--- src/rtl/pla_pkg.sv ---
package pla_pkg;

  // Line-forcing mode, encoded as {force_comp, force_true}.
  typedef enum logic [1:0] {
    FORCE_NONE = 2'b00,
    FORCE_TRUE = 2'b01,
    FORCE_COMP = 2'b10,
    FORCE_BOTH = 2'b11
  } force_e;

  function automatic logic lifts_true(input force_e m);
    return (m == FORCE_TRUE) || (m == FORCE_BOTH);
  endfunction

  function automatic logic lifts_comp(input force_e m);
    return (m == FORCE_COMP) || (m == FORCE_BOTH);
  endfunction

endpackage

--- src/rtl/pla_sel_chain.sv ---
// Serial column-enable register: resets to all ones, shifts toward higher columns.
module pla_sel_chain #(
  parameter int unsigned K = 7
) (
  input  logic         clk,
  input  logic         rst_n,
  input  logic         shift,
  input  logic         din,
  output logic [K-1:0] sel
);

  always_ff @(posedge clk or negedge rst_n) begin
    if (!rst_n) begin
      sel <= '1;
    end else if (shift) begin
      sel <= {sel[K-2:0], din};
    end
  end

endmodule

--- src/rtl/pla_line_drv.sv ---
// Builds the true and inverted horizontal lines, with the test overrides applied.
module pla_line_drv
  import pla_pkg::*;
#(
  parameter int unsigned N = 4
) (
  input  logic [N-1:0] data_in,
  input  force_e       mode,
  output logic [N-1:0] line_t,
  output logic [N-1:0] line_c
);

  logic lift_t;
  logic lift_c;

  always_comb begin
    lift_t = lifts_true(mode);
    lift_c = lifts_comp(mode);
  end

  for (genvar i = 0; i < N; i++) begin : g_line
    assign line_t[i] = data_in[i] | lift_t;
    assign line_c[i] = ~data_in[i] | lift_c;
  end

endmodule

--- src/rtl/pla_and_plane.sv ---
// One gated AND column per product term; an unconnected line does not constrain the term.
module pla_and_plane #(
  parameter int unsigned N = 4,
  parameter int unsigned K = 7
) (
  input  logic [N-1:0]   line_t,
  input  logic [N-1:0]   line_c,
  input  logic [K*N-1:0] mask_t,
  input  logic [K*N-1:0] mask_c,
  input  logic [K-1:0]   sel,
  output logic [K-1:0]   prod
);

  for (genvar j = 0; j < K; j++) begin : g_col
    logic [N-1:0] ok_t;
    logic [N-1:0] ok_c;
    assign ok_t    = ~mask_t[j*N +: N] | line_t;
    assign ok_c    = ~mask_c[j*N +: N] | line_c;
    assign prod[j] = sel[j] & (&ok_t) & (&ok_c);
  end

endmodule

--- src/rtl/pla_or_plane.sv ---
// OR rows over the product lines; row r uses map bits r*K .. r*K+K-1.
module pla_or_plane #(
  parameter int unsigned K = 7,
  parameter int unsigned R = 3
) (
  input  logic [K-1:0]   prod,
  input  logic [R*K-1:0] map,
  output logic [R-1:0]   row
);

  for (genvar r = 0; r < R; r++) begin : g_row
    assign row[r] = |(map[r*K +: K] & prod);
  end

endmodule

--- src/rtl/pla_testable.sv ---
module pla_testable
  import pla_pkg::*;
#(
  parameter int unsigned N_IN   = 4,
  parameter int unsigned N_OUT  = 2,
  parameter int unsigned N_TERM = 6,
  // Term j uses true input i when AND_TRUE[j*N_IN+i] is set, inverted input i when AND_COMP[j*N_IN+i] is set.
  parameter logic [N_TERM*N_IN-1:0]  AND_TRUE  = 24'h90C243,
  parameter logic [N_TERM*N_IN-1:0]  AND_COMP  = 24'h460810,
  // Output o takes term j when OR_MAP[o*N_TERM+j] is set.
  parameter logic [N_OUT*N_TERM-1:0] OR_MAP    = 12'hE47,
  // Defect injection: XORed into the personality after the parity wiring is derived.
  parameter logic [N_TERM*N_IN-1:0]  FLIP_TRUE = '0,
  parameter logic [N_TERM*N_IN-1:0]  FLIP_COMP = '0,
  parameter logic [N_OUT*N_TERM-1:0] FLIP_OR   = '0
) (
  input  logic             clk,
  input  logic             rst_n,
  input  logic             sel_shift,
  input  logic             sel_in,
  input  logic             force_true,
  input  logic             force_comp,
  input  logic [N_IN-1:0]  data_in,
  output logic [N_OUT-1:0] y,
  output logic             par_and,
  output logic             par_or
);

  localparam int unsigned K = N_TERM + 1;  // product columns incl. parity column
  localparam int unsigned R = N_OUT + 1;   // OR rows incl. parity row
  localparam bit HEALTHY = (FLIP_TRUE == '0) && (FLIP_COMP == '0) && (FLIP_OR == '0);

  // Parity-column wiring: bit i (true line i) or N_IN+i (inverted line i) set when the line count is even.
  function automatic logic [2*N_IN-1:0] parity_col();
    logic [2*N_IN-1:0] pc;
    for (int i = 0; i < N_IN; i++) begin
      logic odd_t;
      logic odd_c;
      odd_t = 1'b0;
      odd_c = 1'b0;
      for (int j = 0; j < N_TERM; j++) begin
        odd_t ^= AND_TRUE[j*N_IN+i];
        odd_c ^= AND_COMP[j*N_IN+i];
      end
      pc[i]      = ~odd_t;
      pc[N_IN+i] = ~odd_c;
    end
    return pc;
  endfunction

  // Full OR map with parity column and parity row added.
  function automatic logic [R*K-1:0] full_or_map();
    logic [R*K-1:0] m;
    m = '0;
    for (int j = 0; j < N_TERM; j++) begin
      logic odd;
      odd = 1'b0;
      for (int o = 0; o < N_OUT; o++) begin
        m[o*K+j] = OR_MAP[o*N_TERM+j] ^ FLIP_OR[o*N_TERM+j];
        odd ^= OR_MAP[o*N_TERM+j];
      end
      m[N_OUT*K+j] = ~odd;
    end
    m[N_OUT*K+N_TERM] = 1'b1;
    return m;
  endfunction

  localparam logic [2*N_IN-1:0] PCOL   = parity_col();
  localparam logic [K*N_IN-1:0] MASK_T = {PCOL[N_IN-1:0],      AND_TRUE ^ FLIP_TRUE};
  localparam logic [K*N_IN-1:0] MASK_C = {PCOL[2*N_IN-1:N_IN], AND_COMP ^ FLIP_COMP};
  localparam logic [R*K-1:0]    OMAP   = full_or_map();

  logic [K-1:0]    sel_q;
  logic [N_IN-1:0] line_t;
  logic [N_IN-1:0] line_c;
  logic [K-1:0]    prod;
  logic [R-1:0]    row;
  force_e          mode;

  assign mode = force_e'({force_comp, force_true});

  pla_sel_chain #(.K(K)) u_sel (
    .clk   (clk),
    .rst_n (rst_n),
    .shift (sel_shift),
    .din   (sel_in),
    .sel   (sel_q)
  );

  pla_line_drv #(.N(N_IN)) u_lines (
    .data_in (data_in),
    .mode    (mode),
    .line_t  (line_t),
    .line_c  (line_c)
  );

  pla_and_plane #(.N(N_IN), .K(K)) u_and (
    .line_t (line_t),
    .line_c (line_c),
    .mask_t (MASK_T),
    .mask_c (MASK_C),
    .sel    (sel_q),
    .prod   (prod)
  );

  pla_or_plane #(.K(K), .R(R)) u_or (
    .prod (prod),
    .map  (OMAP),
    .row  (row)
  );

  assign y       = row[N_OUT-1:0];
  assign par_and = ^prod;
  assign par_or  = ^row;

endmodule

--- config.mk ---
export PLATFORM = sky130hd
export DESIGN_NAME = pla_testable
export DESIGN_NICKNAME = d
export VERILOG_FILES = /design/src/rtl/pla_pkg.sv /design/src/rtl/pla_sel_chain.sv /design/src/rtl/pla_line_drv.sv /design/src/rtl/pla_and_plane.sv /design/src/rtl/pla_or_plane.sv /design/src/rtl/pla_testable.sv
export SDC_FILE = /design/constraint.sdc
export NUM_CORES = 1
export LEC_CHECK = 0
export BUFFER_PORTS_ARGS = -buffer_cell sky130_fd_sc_hd__clkbuf_2
export CAP_MARGIN = 0
export CORE_AREA = 8 8 45 47
export CTS_CLUSTER_SIZE = 24
export DETAILED_ROUTE_END_ITERATION = 10
export DIE_AREA = 0 0 53 55
export PLACE_DENSITY = 0.63
export SETUP_SLACK_MARGIN = 0.05
export SKIP_LAST_GASP = 1
export SYNTH_ARGS = -nofsm -noshare
export SYNTH_HDL_FRONTEND = slang
export SYNTH_SLANG_ARGS = --single-unit
--- constraint.sdc ---
create_clock -name clk -period 4.3 [get_ports clk]
set_input_delay 0.215 -clock clk [delete_from_list [all_inputs] [get_ports clk]]
set_output_delay 0.215 -clock clk [all_outputs]
set_load 0.01 [all_outputs]
# Word-level counts from Yosys, hierarchy flattened

Cells that the tools add are included.

Logic and storage cells: 39
Register bits: 7
Output and inout bits: 4
Input port bits: 10

Reductions and logical operators: 12
Eq/ne operators: 3
Bitwise gates (word level): 23

Operator list:

| operator                                             | number |
|---|---|
| AND 1 bit                                            | 11 |
| bitwise OR 1 bit                                     | 8 |
| AND reduction 2 bit                                  | 4 |
| XOR reduction 7 bit                                  | 1 |
| equality test 2 bit (second input constant)          | 2 |
| inverter 1 bit                                       | 4 |
| AND reduction 4 bit                                  | 1 |
| OR reduction 4 bit                                   | 1 |
| OR reduction 3 bit                                   | 1 |
| XOR reduction 3 bit                                  | 1 |
| equality test 2 x 1 -> 1 bit (second input constant) | 1 |
| logical OR 1 bit                                     | 2 |
| OR reduction 2 bit                                   | 1 |

# Depth between registers and ports, before layout

Gate-level depths: netlist (run 1).

Word-level depth: 8
Gate-level depth with buffers: 7
Gate-level depth less buffers: 7

# Cells and area by module

Synthesis (run 1) repeated with hierarchy kept, for this count alone.

Cell total of the unflattened synthesis: 127
Area total of the unflattened synthesis: 1036.0 sq um

Modules (own cells, without submodules):

| module        | area an instance (sq um) | seq. area each (sq um) | instances | cells each |
|---|---|---|---|---|
| pla_and_plane | 508.0                    | 0.0                    | 1         | 84 |
| pla_sel_chain | 300.3                    | 183.9                  | 1         | 15 |
| pla_or_plane  | 90.1                     | 0.0                    | 1         | 12 |
| pla_testable  | 87.6                     | 0.0                    | 1         | 8 |
| pla_line_drv  | 50.0                     | 0.0                    | 1         | 8 |

# Worst setup path after synthesis (run 1)

No wires, ideal clock.

Path kind: reg-to-output
Start point: register u_sel.sel[4]
End point: output par_or
Cell stages (with the launch flop): 7
Path slack: 2512 ps
Path buffers: 0
Arrival time: 1573 ps
Data required time: 4085 ps
Path through: dfstp_2 o21ai_0 ha_1 nor2b_1 a222oi_1 mux2i_1 xnor2_1

Cells in the longest elaborated chain, start to end: 3

RTL lines:

| what                     | line                | source |
|---|---|---|
| start: declaration       | pla_sel_chain.sv:9  | `output logic [K-1:0] sel` |
| start signal: assignment | pla_sel_chain.sv:16 | `sel <= {sel[K-2:0], din};` |
| AND 1 bit                | pla_and_plane.sv:19 | `assign prod[j] = sel[j] & (&ok_t) & (&ok_c);` |
| OR reduction 4 bit       | pla_or_plane.sv:12  | `assign row[r] = \|(map[r*K +: K] & prod);` |
| XOR reduction 3 bit      | pla_testable.sv:114 | `assign par_or = ^row;` |
| end: declaration         | pla_testable.sv:26  | `output logic par_or` |

Every way passes these cells.

# Worst setup path after layout (run 1)

Ends and elaborated chain as after synthesis.

==> out/summary.txt, run 1 <==
delay of the slowest cell on the worst path -> 0.53 ns
outcome -> completed
PwrDens -> 442 nW/um2
Post-Synthesis Mean Instance Area -> 10.5 um2
cells along the critical path -> o21ai_0 > ha_1 > nor2b_1 > a222oi_1 > mux2i_1 > xnor2_1 > clkbuf_2
area of the multi-input gates -> 285 um2
top_reg_cell synth -> dfstp_2
Placeable Area -> 1380 um2
Slew @ Worst Pin -> 0.262 ns
VDD IR-drop max -> 0.000238 V
fraction of layout cells with a size suffix above 1 -> 0.531
asr flop ratio synth -> 1.00
hold_ws -> 0.198 ns
register area share after synthesis -> 0.374
max_cap viols -> 0
PortBufs -> 13
die extent in x -> 53 um
critical path buffer and inverter count -> 1
Yosys cell types -> 21
Mapped Cells -> 47
Post-DP HPWL -> 823 um
via count -> 400
final setup TNS -> 0 ns
Nets -> 77
R2R Setup Slk -> 3.45 ns
CP Class -> reg -> out
Fmax achieved -> 458 MHz
routed len/inst -> 12.1 um
non-filler instance count after layout -> 80
initial DRC count -> 10
type of the worst min-delay path -> in -> reg
Hold Vio Cnt, Final -> 0
# IOs -> 14
pin count of the biggest net entering global routing -> 9
Die Y -> 55 um
max_slew headroom -> 0.826
total track usage -> 0.0737
CP Data Required Time -> 4.09 ns
layout filler cell count -> 136
total chip power -> 0.269 mW
RePlAce Congestion -> 0.799
CP arrival -> 1.97 ns
clk_skew -> 0.00128 ns
CTS Buffer Depth -> 2
die area -> 2920 um2
Seq cells post-synth -> 7
FF-to-FF Start -> u_sel.sel[3]$_DFFE_PN1P_
first-pass GRT wire length -> 1.57 mm
LEAKAGE -> 0.288 nW
initial antenna violation count -> 0
grt total ovfl -> 0
Sink Count -> 7
post-route minimum period -> 2.18 ns
Reg with most FFs -> u_sel.sel
Hold Crit Depth -> 2
standard-cell row count -> 14
RR Endpoint -> u_sel.sel[3]$_DFFE_PN1P_
Reg2Reg Depth -> 2
dpl cells -> 75
number of synthesized flops with an enable pin -> 0
DRT Wirelength -> 968 um
CTS tree -> done
most frequent cell after synthesis -> dfstp_2
Yosys top cell by area -> dfstp_2
post-route ant nets -> 0
DR pass1 iterations -> 4
CP max FO -> 3
Antenna diodes -> 0
clk slew on worst S/H paths -> 0.05 ns
setup bufs post-CTS -> 0
Final Setup Violations -> 0
vias in the first global route -> 388
CTS H-tree lvls -> 1
synthesized cell area -> 492 um2
biggest regs -> u_sel.sel (7)
Synthesized Nets -> 59
CP max stage cell -> dfstp_2
max reg flops -> 7
clk_lat worst skew -> 0.25 ns
warnings from Yosys -> 0
setup repair after global routing missed its margin -> false
root buffer selected by CTS -> clkbuf_4
largest cells by area after synthesis -> dfstp_2 (37%), mux2_2 (14%), xnor2_1 (7.1%), ha_1 (5.1%), inv_1 (3.8%)
Via density -> 5.00
Hold Path Sink -> u_sel.sel[0]$_DFFE_PN1P_
CTS Buf Count -> 3
sequential standard cell area -> 184 um2
Area Growth Syn to Fin -> 23.9%
period utilization -> 0.508
CP endpoint kind -> output port
top cell type's share of synthesized area -> 0.374
residual DRC count -> 0
Critical Path Source Type -> register
synth cell count leaders -> dfstp_2 (7), mux2_2 (6), inv_1 (5), nand2_1 (5), xnor2_1 (4)
Initial Utilization -> 0.355
family with the most delay on the worst path -> flip-flops
Hold Startpoint -> sel_in
max-slew violations -> 0
routing by layer:
metal / vias to the layer above / global-route usage / routed length, um
li1: 205 / - / -
met1: 175 / 0.0835 / 459
met2: 16 / 0.109 / 372
met3: 4 / 0.0160 / 100
met4: 0 / 0.0776 / 35
met5: - / 0 / 0
report_power, final:
group | switching (mW) | leakage [nW] | internal (mW)
clock network | 0.0222 | 0.0150 | 0.0353
registers | 0.0111 | 0.0735 | 0.0900
logic | 0.0534 | 0.199 | 0.0574
total | 0.0868 | 0.288 | 0.183
worst max path at each step:
stage / startpoint / endpoint / slack (ns) / cells past startpoint
2_1_floorplan: u_sel.sel[4]$_DFFE_PN1P_ / par_or / 2.51 / 6
3_3_place_gp: u_sel.sel[4]$_DFFE_PN1P_ / par_or / 2.38 / 7
3_5_place_dp: u_sel.sel[4]$_DFFE_PN1P_ / par_or / 2.37 / 7
4_1_cts: u_sel.sel[4]$_DFFE_PN1P_ / par_or / 2.08 / 7
5_1_grt: u_sel.sel[4]$_DFFE_PN1P_ / par_or / 1.95 / 7
6_report: u_sel.sel[4]$_DFFE_PN1P_ / par_or / 2.12 / 7
worst register-to-register path: stages (launching register included):
cell and delay (ns):
dfstp_2 0.56, inv_1 0.06, o21ai_0 0.16
cell type report:
class,instances,area share
flip-flops and latches,7,0.302
clock buffers,4,0.0431
repair buffers,14,0.123
inverters,5,0.0308
multi-input cells,34,0.468
well taps,16,0.0329
logic make-up (layout without fill, tap and decap cells):
family | Yosys count | count (layout) | share of synthesized area
AO/OA/AOI/OAI | 10 | 10 | 0.181
AND/OR/NAND/NOR | 10 | 10 | 0.102
multiplexers | 7 | 7 | 0.158
flip-flops | 7 | 7 | 0.374
buffers and inverters | 6 | 23 | 0.0458
XOR/XNOR | 5 | 5 | 0.0891
adder cells (fa/ha/maj) | 2 | 2 | 0.0509
through the flow:
| step | setup WS, ns | instance area, um2 | utilization |
|---|---|---|---|
| 2_1_floorplan | 2.51 | 492 | - |
| 3_3_place_gp | 2.38 | 573 | 0.414 |
| 3_5_place_dp | 2.37 | 573 | 0.414 |
| 4_1_cts | 2.08 | 609 | 0.440 |
| 5_1_grt | 1.95 | 609 | 0.440 |
| 6_report | 2.12 | 609 | 0.440 |
timing repair:
item | 4_1_cts | 5_1_grt
resized for setup | 0 | 0
hold endpoints to repair | 7 | 0
hold buffers | 1 | 0
placed cells by master (no fill, tap or decap), types with 2 or more instances in the layout:
cell type  instances
nand2_1            5
o21ai_0            2
clkbuf_2          13
xnor2_1            4
o221ai_1           2
inv_1              5
dfstp_2            7
ha_1               2
a21o_2             2
mux2_2             6
clkbuf_4           3
Note: power is estimated with default switching activity, not from simulation.
==> inputs of run 2 (changes only) <==
Settings changed: ABC_AREA set to 1, PLACE_DENSITY 0.63 to 0.7.
Clock period 4.3 ns to 2.2 ns, I/O delays scaled along.
==> run 2 against run 1 <==
Compared with the run above: wire length grew 15%; combinational power grew 70%; largest cell class unchanged; total power grew 78%; global-route usage grew 1.5 points; core utilization grew 6.2 points; clock skew is essentially flat; via count grew 32%.
==> out/summary.txt, run 2 <==
CTS Buf Count -> 3
register area share after synthesis -> 0.318
initial antenna violation count -> 0
max-slew violations -> 0
largest cells by area after synthesis -> dfstp_2 (32%), nand2_1 (10%), inv_1 (9.1%), nand3_2 (6.9%), nor2_1 (6.5%)
post-route minimum period -> 1.83 ns
met3 global-route usage -> 0.0107
CP Data Required Time -> 2.09 ns
dpl cells -> 108
CP Class -> reg -> out
total track usage -> 0.0884
most frequent cell after synthesis -> nand2_1
non-filler instance count after layout -> 113
PwrDens -> 688 nW/um2
Critical Path Source Type -> register
synthesized cell area -> 578 um2
placed instance area -> 659 um2
fraction of layout cells with a size suffix above 1 -> 0.402
warnings from Yosys -> 0
DR pass1 iterations -> 4
total chip power -> 0.479 mW
type of the worst min-delay path -> in -> reg
die extent in x -> 53 um
clk_skew -> 0.00107 ns
critical path buffer and inverter count -> 1
commonest cells after routing, fill and taps aside -> nand2_1 (16), inv_1 (14), clkbuf_2 (13)
post-route ant nets -> 0
LEAKAGE -> 0.382 nW
commonest non-fill, non-tap cell in the layout -> nand2_1
clk_lat worst skew -> 0.25 ns
largest family of logic cells by synthesized area -> simple AND/OR/NAND/NOR gates
vias in the first global route -> 532
Fmax achieved -> 547 MHz
CTS tree -> done
Most Crowded Layer GR -> met2
delay of the slowest cell on the worst path -> 0.54 ns
Initial Utilization -> 0.418
die area -> 2920 um2
Die Y -> 55 um
first-pass GRT wire length -> 1.93 mm
post-synthesis adder-cell area fraction -> 0.0433
DRT Wirelength -> 1.12 mm
CP max stage cell -> dfstp_2
final setup TNS -> 0 ns
Reg with most FFs -> u_sel.sel
Placeable Area -> 1380 um2
grt total ovfl -> 0
setup repair after global routing missed its margin -> false
design area -> 696 um2
multiplexer area fraction after synthesis -> 0.0390
CP arrival -> 1.72 ns
Synthesized Nets -> 92
Compound-Gate Fraction of Synth Area -> 0.0693
cells along the critical path -> nand3_2 > ha_1 > xnor2_1 > nand3_1 > nand2_1 > clkbuf_2
standard-cell row count -> 14
layout filler cell count -> 150
VDD IR-drop max -> 0.000398 V
Antenna diodes -> 0
max_cap viols -> 0
top cell type's share of synthesized area -> 0.318
period utilization -> 0.832
Post-Synthesis Mean Instance Area -> 7.23 um2
CTS H-tree lvls -> 1
CTS resizes -> 0
number of synthesized flops with an enable pin -> 0
Mapped Cells -> 80
Final Setup Violations -> 0
Post-DP HPWL -> 979 um
M1 GR Usage -> 0.0832
simple-gate portion of the synthesized area -> 0.405
family with the most delay on the worst path -> flip-flops
synth cell count leaders -> nand2_1 (16), inv_1 (14), nor2_1 (10)
Layout Utilization -> 0.503
Slew @ Worst Pin -> 0.206 ns
max reg flops -> 7
outcome -> completed
Hold Vio Cnt, Final -> 0
residual DRC count -> 0
biggest regs -> u_sel.sel (7)
root buffer selected by CTS -> clkbuf_4
clk slew on worst S/H paths -> 0.05 ns
pin count of the biggest net entering global routing -> 13
Synth Area in XOR/XNOR -> 0.0152
# IOs -> 14
Sink Count -> 7
asr flop ratio synth -> 1.00
top_reg_cell synth -> dfstp_2
Yosys cell types -> 18
Area Growth Syn to Fin -> 20.3%
Nets -> 110
max_slew headroom -> 0.863
CP endpoint kind -> output port
PortBufs -> 13
CTS Buffer Depth -> 2
Yosys top cell by area -> dfstp_2
via count -> 528
Seq cells post-synth -> 7
GRT met2 Usage -> 0.166
RePlAce Congestion -> 0.775
initial DRC count -> 5
Via density -> 4.67
routed len/inst -> 9.87 um
CP max FO -> 4
## run 2: changes by cell type in the layout (fill, tap and decap cells not counted), sizes merged, moves of 3 or more
cell,change
nor2,+10
mux2,-4
nand3,+9
inv,+11
xnor2,-3
a21o,-3
nand2,+17
## run 2: final timing paths
kind / from / end / slack [ns] / cells after the start
worst max-delay path: u_sel.sel[0]$_DFFE_PN1P_ / par_and / 0.37 / 6
worst min-delay path: sel_in / u_sel.sel[0]$_DFFE_PN1P_ / 0.1 / 2
worst max register to register: u_sel.sel[1]$_DFFE_PN1P_ / u_sel.sel[1]$_DFFE_PN1P_ / 1.38 / 2
worst min register to register: u_sel.sel[4]$_DFFE_PN1P_ / u_sel.sel[5]$_DFFE_PN1P_ / 0.48 / 2
max in group asynchronous: rst_n / u_sel.sel[6]$_DFFE_PN1P_ / 1.74 / 2
min in group asynchronous: rst_n / u_sel.sel[2]$_DFFE_PN1P_ / 0.43 / 2
## run 2: cell type report
cell class,count,area [um2],share of cell area
Clock buffer,4,26.3,0.0378
Inverter,16,60.1,0.0863
Multi-Input combinational cell,56,330,0.475
Sequential cell,7,184,0.264
Tap cell,16,20.0,0.0288
Timing Repair Buffer,14,75.1,0.108
## run 2: power breakdown
group          internal [mW]  switching (mW)  total [mW]  leakage (nW)
registers              0.162          0.0153       0.177        0.0736
clock network         0.0689          0.0433       0.112        0.0150
logic                 0.0799           0.109       0.189         0.293
## run 2: per-stage QoR
step / hold WS (ns) / worst slack [ns]
after floorplan: -0.0378 / 0.776
after global placement: 0.161 / 0.670
after detailed placement: 0.160 / 0.625
after CTS: 0.0943 / 0.348
after global routing: 0.101 / 0.229
final: 0.0985 / 0.370
## run 2: layer usage
layer,share of wire,vias up,wire [um]
met3,0.041,4,46
li1,-,282,-
met1,0.39,232,435
met4,0.030,0,33
met2,0.54,10,599
met5,0,-,0
## run 2: cells by family (layout without fill, tap and decap cells)
kind of cell	count (synthesis)	after routing
buf+inv	17	34
mux	2	2
simple gates	44	44
xor+xnor	1	1
fa+ha+maj	2	2
compound gates	7	7
flops	7	7
## run 2: worst reg2reg max path, stage by stage, from the launching register on
cell and delay [ns]:
dfstp_2 0.53, inv_1 0.05, o21ai_0 0.16
## run 2: timing repair
action,4_1_cts,5_1_grt
hold buffers,1,0
endpoints found under the hold margin,7,0
setup buffers,0,0
==> inputs of run 3 (changes only) <==
Settings changed: PLACE_DENSITY 0.7 to 0.73.
Clock period 2.2 ns to 1.5 ns, I/O delays scaled along.
==> run 3 against run 2 <==
Compared with the run above: the flow now finishes with violations (setup timing); clock skew down 0.00089 ns; non-clock buffer count up 4; sequential cell count unchanged; register-to-register slack worse by 0.73 ns; via count up 1.3%; sequential power up 47%.
==> out/summary.txt, run 3 (synthesis gave the netlist of run 2 again) <==
R2R Setup Slk -> 0.65 ns
die area -> 2920 um2
clk_skew -> 0.000183 ns
grt total ovfl -> 0
Initial Utilization -> 0.418
first-pass GRT wire length -> 2.26 mm
clk_lat worst skew -> 0.24 ns
Reg with most FFs -> u_sel.sel
Post-DP HPWL -> 1.04 mm
CP max FO -> 2
type of the worst min-delay path -> in -> reg
DRT Wirelength -> 1.26 mm
CTS Buf Count -> 3
hold_ws -> 0.0721 ns
P_sw -> 0.263 mW
max reg flops -> 7
Via density -> 4.57
Antenna diodes -> 0
routed len/inst -> 10.7 um
setup repair after global routing missed its margin -> true
setup ws final -> -0.244 ns
Final Setup Violations -> 2
Reg2Reg Depth -> 3
Hold Startpoint -> sel_in
Area Growth Syn to Fin -> 32.5%
CP Class -> reg -> out
fraction of layout cells with a size suffix above 1 -> 0.495
cells along the critical path -> o211ai_1 > ha_4 > nand3_2 > nand2_2 > nand2_2 > nand2_1 > nand2_1 > nand2_1 > clkbuf_2
Hold Vio Cnt, Final -> 0
P_int -> 0.492 mW
RR Endpoint -> u_sel.sel[1]$_DFFE_PN1P_
post-route minimum period -> 1.74 ns
CP endpoint kind -> output port
Fmax achieved -> 573 MHz
initial DRC count -> 3
RePlAce Congestion -> 0.778
residual DRC count -> 0
Nets -> 114
commonest non-fill, non-tap cell in the layout -> nand2_1
layout filler cell count -> 137
biggest regs -> u_sel.sel (7)
total track usage -> 0.0990
family with the most delay on the worst path -> flip-flops
pin count of the biggest net entering global routing -> 13
Sink Count -> 7
Placeable Area -> 1380 um2
DR pass1 iterations -> 3
# IOs -> 14
commonest cells after routing, fill and taps aside -> nand2_1 (15), inv_1 (14), clkbuf_2 (13)
CP Data Required Time -> 1.42 ns
period utilization -> 1.16
max-slew violations -> 0
Slew @ Worst Pin -> 0.252 ns
Most common cell on crit path -> nand2_1
FF-to-FF Start -> u_sel.sel[0]$_DFFE_PN1P_
max_cap viols -> 0
critical path buffer and inverter count -> 1
sequential share of power -> 0.346
dpl cells -> 110
CP arrival -> 1.67 ns
CTS tree -> done
delay of the slowest cell on the worst path -> 0.52 ns
Die Y -> 55 um
initial antenna violation count -> 0
Hold Path Sink -> u_sel.sel[0]$_DFFE_PN1P_
combinational share of power -> 0.441
outcome -> complete, but fails checks
PortBufs -> 13
LEAKAGE -> 0.412 nW
VDD IR-drop max -> 0.000483 V
standard-cell row count -> 14
die extent in x -> 53 um
CP max stage cell -> dfstp_2
final setup TNS -> -0.309 ns
Sw Share -> 0.348
CTS H-tree lvls -> 1
max_slew headroom -> 0.831
Clock Power Share -> 0.212
CTS Buffer Depth -> 2
failing checks -> setup timing
PwrDens -> 986 nW/um2
Critical Path Source Type -> register
post-route ant nets -> 0
vias in the first global route -> 602
clk slew on worst S/H paths -> 0.05 ns
non-filler instance count after layout -> 117
root buffer selected by CTS -> clkbuf_4
via count -> 535
Hold Crit Depth -> 2
-- run 3: changes by cell type in the layout (fill, tap and decap cells not counted) --
cell / before / now
nand3_2: 4 / 7
nand2_2: 5 / 6
buf_4: 0 / 4
ha_1: 2 / 0
xnor2_1: 1 / 0
xnor2_2: 0 / 1
nand2_1: 16 / 15
nand3_1: 6 / 3
ha_4: 0 / 1
ha_2: 0 / 1
-- run 3: power by group through the flow --
| stage | Clock [mW] | Sequential [mW] | Combinational [mW] |
|---|---|---|---|
| global placement | 0 | 0.261 | 0.280 |
| CTS | 0.167 | 0.263 | 0.337 |
| finish | 0.160 | 0.261 | 0.333 |
| detailed placement | 0 | 0.263 | 0.289 |
| global route | 0.176 | 0.266 | 0.376 |
| floorplan | 0 | 0.256 | 0.203 |
-- run 3: layer usage --
metal  global-route usage  routed length (um)  vias to the layer above
met5                    0                   0                        -
met4               0.0388                   0                        0
li1                     -                   -                      290
met1               0.0929                 481                      239
met3              0.00802                  34                        0
met2                0.211                 739                        6
-- run 3: how the worst max path moves through the flow --
stage                                        start  cells after the start  slack, ns  endpoint
after floorplan           u_sel.sel[0]$_DFFE_PN1P_                      5       0.11   par_and
after global placement    u_sel.sel[5]$_DFFE_PN1P_                      9      0.001   par_and
after detailed placement  u_sel.sel[1]$_DFFE_PN1P_                      6      -0.02   par_and
after CTS                 u_sel.sel[4]$_DFFE_PN1P_                      9      -0.26   par_and
after global routing      u_sel.sel[4]$_DFFE_PN1P_                      9      -0.35   par_and
final                     u_sel.sel[4]$_DFFE_PN1P_                      9      -0.24   par_and
-- run 3: through the flow --
step                      total power, mW  setup WS, ns  area, um2  utilization
after floorplan                     0.460         0.111        578            -
after global placement              0.541       0.00143        674        0.487
after detailed placement            0.552       -0.0242        674        0.487
after CTS                           0.766        -0.257        766        0.553
after global routing                0.817        -0.353        766        0.553
final                               0.755        -0.244        766        0.553
-- run 3: layout make-up --
class | count | area, um2 | share of cell area
clock buffers | 4 | 26.3 | 0.0343
inverters | 16 | 60.1 | 0.0784
multi-input cells | 56 | 370 | 0.484
flip-flops and latches | 7 | 184 | 0.240
well taps | 16 | 20.0 | 0.0261
repair buffers | 18 | 105 | 0.137
-- run 3: repair_timing --
action | 4_1_cts | 5_1_grt
pin swaps | 6 | 0
hold endpoints to repair | 7 | 0
endpoints found under the setup margin | 2 | 3
buffers inserted | 2 | 0
hold buffers | 1 | 0
resized for setup | 7 | 0
